--- src/rtl/ecc_frame_pkg.sv ---
package ecc_frame_pkg;

    typedef enum logic [1:0] {
        STAT_CLEAN  = 2'd0,
        STAT_SINGLE = 2'd1,
        STAT_DOUBLE = 2'd2
    } ecc_status_e;

endpackage

--- src/rtl/frame_syn_decode.sv ---
// Maps the final syndrome and parity to a status and a bit location.
module frame_syn_decode
    import ecc_frame_pkg::*;
#(
    parameter int WORDS   = 101,
    parameter int WIDTH   = 32,
    parameter int CHK_IDX = 50,
    parameter int CW      = 7,
    parameter int BW      = 5,
    parameter int SW      = 13
) (
    input  logic [SW-1:0] syn,
    input  logic          par,
    output ecc_status_e   stat,
    output logic [CW-1:0] ew,
    output logic [BW-1:0] eb
);
    localparam int            PW      = SW - 1;
    localparam logic [PW-1:0] LIM_LO  = PW'(CHK_IDX*WIDTH);
    localparam logic [PW-1:0] LIM_PAY = PW'((WORDS-1)*WIDTH);
    localparam logic [PW-1:0] LIM_RES = PW'((WORDS-1)*WIDTH + WIDTH - 1 - SW);
    localparam logic [PW-1:0] WIDTH_P = PW'(WIDTH);
    localparam logic [PW-1:0] SW_P    = PW'(SW);
    localparam logic [CW-1:0] CHK_W   = CW'(CHK_IDX);

    logic          pow2;
    logic [BW-1:0] k;
    logic [PW-1:0] pos;

    always_comb begin
        pow2 = 1'b0;
        k    = '0;
        for (int i = 0; i < SW; i++) begin
            if (syn == (SW'(1) << i)) begin
                pow2 = 1'b1;
                k    = BW'(i);
            end
        end
        pos  = syn[PW-1:0] - PW'(1);
        stat = STAT_CLEAN;
        ew   = '0;
        eb   = '0;
        if (!par) begin
            if (syn != '0) stat = STAT_DOUBLE;
        end else if (syn == '0) begin
            stat = STAT_SINGLE;
            ew   = CHK_W;
            eb   = BW'(WIDTH-1);
        end else if (pow2) begin
            stat = STAT_SINGLE;
            ew   = CHK_W;
            eb   = k;
        end else if (syn[SW-1]) begin
            stat = STAT_SINGLE;
            if (pos < LIM_LO) begin
                ew = CW'(pos / WIDTH_P);
                eb = BW'(pos % WIDTH_P);
            end else if (pos < LIM_PAY) begin
                ew = CW'(pos / WIDTH_P) + CW'(1);
                eb = BW'(pos % WIDTH_P);
            end else if (pos < LIM_RES) begin
                ew = CHK_W;
                eb = BW'(pos - LIM_PAY + SW_P);
            end else begin
                stat = STAT_DOUBLE;
            end
        end else begin
            stat = STAT_DOUBLE;
        end
    end

endmodule

--- config.mk ---
export PLATFORM = sky130hd
export DESIGN_NAME = frame_syn_decode
export DESIGN_NICKNAME = d
export VERILOG_FILES = /design/src/rtl/ecc_frame_pkg.sv /design/src/rtl/frame_syn_decode.sv
export SDC_FILE = /design/constraint.sdc
export NUM_CORES = 1
export LEC_CHECK = 0
export ABC_AREA = 1
export BUFFER_PORTS_ARGS = -buffer_cell sky130_fd_sc_hd__buf_4
export CORE_MARGIN = 2
export CORE_UTILIZATION = 59
export DETAILED_ROUTE_END_ITERATION = 6
export PLACE_DENSITY = 0.86
export SLEW_MARGIN = 10
export SYNTH_ARGS = -nofsm -noshare
export SYNTH_HDL_FRONTEND = slang
export SYNTH_SLANG_ARGS = --single-unit
--- constraint.sdc ---
create_clock -name vclk -period 3.3
set_input_delay 0.66 -clock vclk [all_inputs]
set_output_delay 0.66 -clock vclk [all_outputs]
set_load 0.1 [all_outputs]
==> flow_metrics.env, run 1 <==
export IMPL_grt_max_degree=9
export IMPL_synthTopCellsByArea="nand2_1 20%, nand3_1 13%, ha_1 8.7%"
export IMPL_stop_stage="global routing"
export IMPL_syn_inst=243
export IMPL_yosysSeqAreaShare=0
export IMPL_yosysUniqueCellTypes=27
export IMPL_post_cts_buffers=0
export IMPL_gp_congestion=0.925
export IMPL_yosysMostFrequentCell="nand2_1"
export IMPL_io_buffers=28
export IMPL_yosysTopAreaCell="nand2_1"
export IMPL_run_status="did not finish"
export IMPL_mappedNetlistArea_um2=1290
export IMPL_io_pins=28
export IMPL_endpoint_type="output port"
export IMPL_std_cell_rows=16
export IMPL_yosysWarnings=0
export IMPL_dp_hpwl_um=3400
export IMPL_die_h_um=50.9
export IMPL_synthDominantCellAreaShare=0.200
export IMPL_synth_avg_cell_area_um2=5.33
export IMPL_grt_worst_endpoint="eb[3]"
export IMPL_run_stop_error="[ERROR DPL-0038] Utilization greater than 100%, impossible to legalize"
export IMPL_synth_nets=266
export IMPL_netlist_top_cells_count="69 x nand2_1, 34 x nand3_1, 28 x inv_1, 22 x nor2_1, 11 x nand2_2"
export IMPL_initial_core_util=0.640
export IMPL_die_w_um=50.9
==> what timing repair did <==
item	CTS
endpoints found under the setup margin	6
gates resized for setup	7
cloned	0
hold buffers	0
hold endpoints to repair	0
==> through the flow <==
step	area (um^2)	setup slack (ns)	hold slack [ns]	cells	setup TNS (ns)
after global placement	1800	0.0193	1.79	304	0
after detailed placement	1800	-0.0953	1.78	304	-0.283
after CTS	1830	0.00108	1.75	304	0
after floorplan	1510	-0.110	1.65	243	-0.159
==> cells by family after synthesis <==
kind of cell / share of synthesized area
xor gates and xnor gates: 0.0203
AOI/OAI and AO/OA: 0.0734
and+or+nand+nor: 0.709
buffers and inverters: 0.110
adders and majority gates: 0.0870
==> inputs of run 2 (changes only) <==
--- a/config.mk
+++ b/config.mk
@@ -7,10 +7,10 @@
 export LEC_CHECK = 0
 export ABC_AREA = 1
 export BUFFER_PORTS_ARGS = -buffer_cell sky130_fd_sc_hd__buf_4
-export CORE_MARGIN = 2
-export CORE_UTILIZATION = 59
+export CORE_AREA = 2 2 63 65
 export DETAILED_ROUTE_END_ITERATION = 6
-export PLACE_DENSITY = 0.86
+export DIE_AREA = 0 0 65 67
+export PLACE_DENSITY_LB_ADDON = 0.15
 export SLEW_MARGIN = 10
 export SYNTH_ARGS = -nofsm -noshare
 export SYNTH_HDL_FRONTEND = slang
==> run 2 against run 1 <==
Synthesized area is the same. Synthesized cell count unchanged. The flow now finishes without violations.
==> flow_metrics.env, run 2 <==
export IMPL_final_common_cell="nand2_1"
export IMPL_yosysTopAreaCell="nand2_1"
export IMPL_drive_gt1_frac=0.394
export IMPL_holdWs_ns=1.75
export IMPL_internal_power_mw=0.0899
export IMPL_p_seq_frac=0
export IMPL_finalInstanceArea_um2=2000
export IMPL_fin_crit_ns=3.18
export IMPL_area_delta_synth_final_pct=54.5
export IMPL_std_cell_rows=22
export IMPL_critPathKind="in2out"
export IMPL_wirelength_um=3660
export IMPL_endpoint_kind="output pin"
export IMPL_p_per_area_nw_per_um2=138
export IMPL_yosysSeqAreaShare=0
export IMPL_p_leak_nw=0.980
export IMPL_cp_required_ns=2.64
export IMPL_pwr_share_comb=1.000
export IMPL_seq_area_um2=0
export IMPL_run_status="finished, final reports clean"
export IMPL_p_sw_mw=0.187
export IMPL_dr_pass1_iters=4
export IMPL_viasPerCell=4.75
export IMPL_synth_avg_cell_area_um2=5.33
export IMPL_synthTopCellsByArea="nand2_1 20%, nand3_1 13%, ha_1 8.7%"
export IMPL_grt_overflow=0
export IMPL_worst_slack_ns=0.118
export IMPL_num_vias=1568
export IMPL_grt_pass1_vias=1491
export IMPL_syn_inst=243
export IMPL_core_area_um2=3610
export IMPL_yosysUniqueCellTypes=27
export IMPL_switching_share=0.675
export IMPL_grt_usage=0.181
export IMPL_setup_viol_count_final=0
export IMPL_detailedPlace_worstSlack_ns=-0.0269
export IMPL_p_clk_frac=0
export IMPL_fmax_mhz=314
export IMPL_seq_cell_count=0
export IMPL_fin_crit_sh=0.964
export IMPL_hold_path_class="in2out"
export IMPL_peakVddDrop_v=0.0000700
export IMPL_synth_nets=266
export IMPL_dieArea_um2=4360
export IMPL_cts_hold_buf=0
export IMPL_slew_violations=0
export IMPL_drc_errors=0
export IMPL_die_w_um=65
export IMPL_post_dp_cell_area_um2=1860
export IMPL_drtAntennaViolNets=0
export IMPL_io_buffers=28
export IMPL_grt_pass1_wl_um=6440
export IMPL_nets=307
export IMPL_design_power_total_mw=0.277
export IMPL_fill_cells=367
export IMPL_setup_tns_final_ns=0
export IMPL_die_h_um=67
export IMPL_max_slew_margin=0.737
export IMPL_grt_antenna_before_repair=0
export IMPL_gp_congestion=0.868
export IMPL_hold_depth=4
export IMPL_crit_fanout=5
export IMPL_initial_core_util=0.359
export IMPL_nClkBuffers=0
export IMPL_hold_violations=0
export IMPL_cp_arrival_ns=2.52
export IMPL_synthDominantCellAreaShare=0.200
export IMPL_critPathLaunchType="primary input"
export IMPL_avgRoutedWirePerCell_um=11.1
export IMPL_dp_hpwl_um=3200
export IMPL_mappedNetlistArea_um2=1290
export IMPL_final_cell_mix="64 x nand2_1, 34 x nand3_1, 27 x buf_4"
export IMPL_netlist_top_cells_count="69 x nand2_1, 34 x nand3_1, 28 x inv_1, 22 x nor2_1, 11 x nand2_2"
export IMPL_grt_max_degree=10
export IMPL_antenna_cells=0
export IMPL_rsz0062_at_grt="true"
export IMPL_multi_input_area_um2=1360
export IMPL_yosysMostFrequentCell="nand2_1"
export IMPL_worst_pin_slew_ns=0.391
export IMPL_yosysWarnings=0
export IMPL_drt_iter0_markers=61
export IMPL_maxCapViolCount=0
export IMPL_io_pins=28
[run 2: cell counts after synthesis]
No cell type changed its count.
[run 2: metal layers]
metal	GRT usage	part of all wire	vias up
li1	-	-	866
met1	0.239	0.46	687
met2	0.349	0.52	15
met3	0	0.014	0
met4	0	0	0
met5	0	0	-
[run 2: path summary, 6_finish.rpt]
path                    from     to  slack (ns)
worst max-delay path  syn[0]  eb[4]        0.12
worst min-delay path     par  eb[2]        1.75
[run 2: logic make-up (layout without fill, tap and decap cells)]
group           count (synthesis)  in the layout  share of synthesized area
buf+inv                        37             76                      0.110
simple gates                  176            176                      0.709
xor+xnor                        3              3                     0.0203
compound gates                 18             18                     0.0734
fa+ha+maj                       9              9                     0.0870
[run 2: repair_timing]
| action | in CTS | in global routing |
|---|---|---|
| resized for setup | 3 | 33 |
| buffers inserted | 0 | 0 |
| setup endpoints to repair | 3 | 14 |
| pin swaps | 0 | 1 |
[run 2: final cells by class]
type,instances,area share
tap,48,0.0300
timing repair buffer,40,0.205
multi-input combinational,206,0.680
inverter,36,0.0844
[run 2: power by group through the flow]
| stage | Combinational [mW] | Clock [mW] | Sequential (mW) |
|---|---|---|---|
| after floorplan | 0.193 | 0 | 0 |
| after global placement | 0.259 | 0 | 0 |
| after detailed placement | 0.259 | 0 | 0 |
| after CTS | 0.261 | 0 | 0 |
| after global routing | 0.300 | 0 | 0 |
| final | 0.277 | 0 | 0 |
[run 2: metrics by stage]
stage               cells  utilization
floorplan             243            -
global placement      330        0.517
detailed placement    330        0.517
CTS                   330        0.520
global route          330        0.555
finish                330        0.555
[run 2: critical path, cell delays in order]
cell	delay [ns]
buf_4	0.15
inv_16	0.06
ha_4	0.13
inv_4	0.04
nand2_4	0.08
nand2_4	0.07
nor2_4	0.15
nand2_1	0.08
nand2_1	0.08
nand2_2	0.06
nand2_2	0.08
nor2_1	0.05
nand2_2	0.08
nand2_2	0.09
nor2_4	0.15
nand3_1	0.14
a21oi_4	0.17
buf_12	0.19
(Power assumes the default switching activity.)
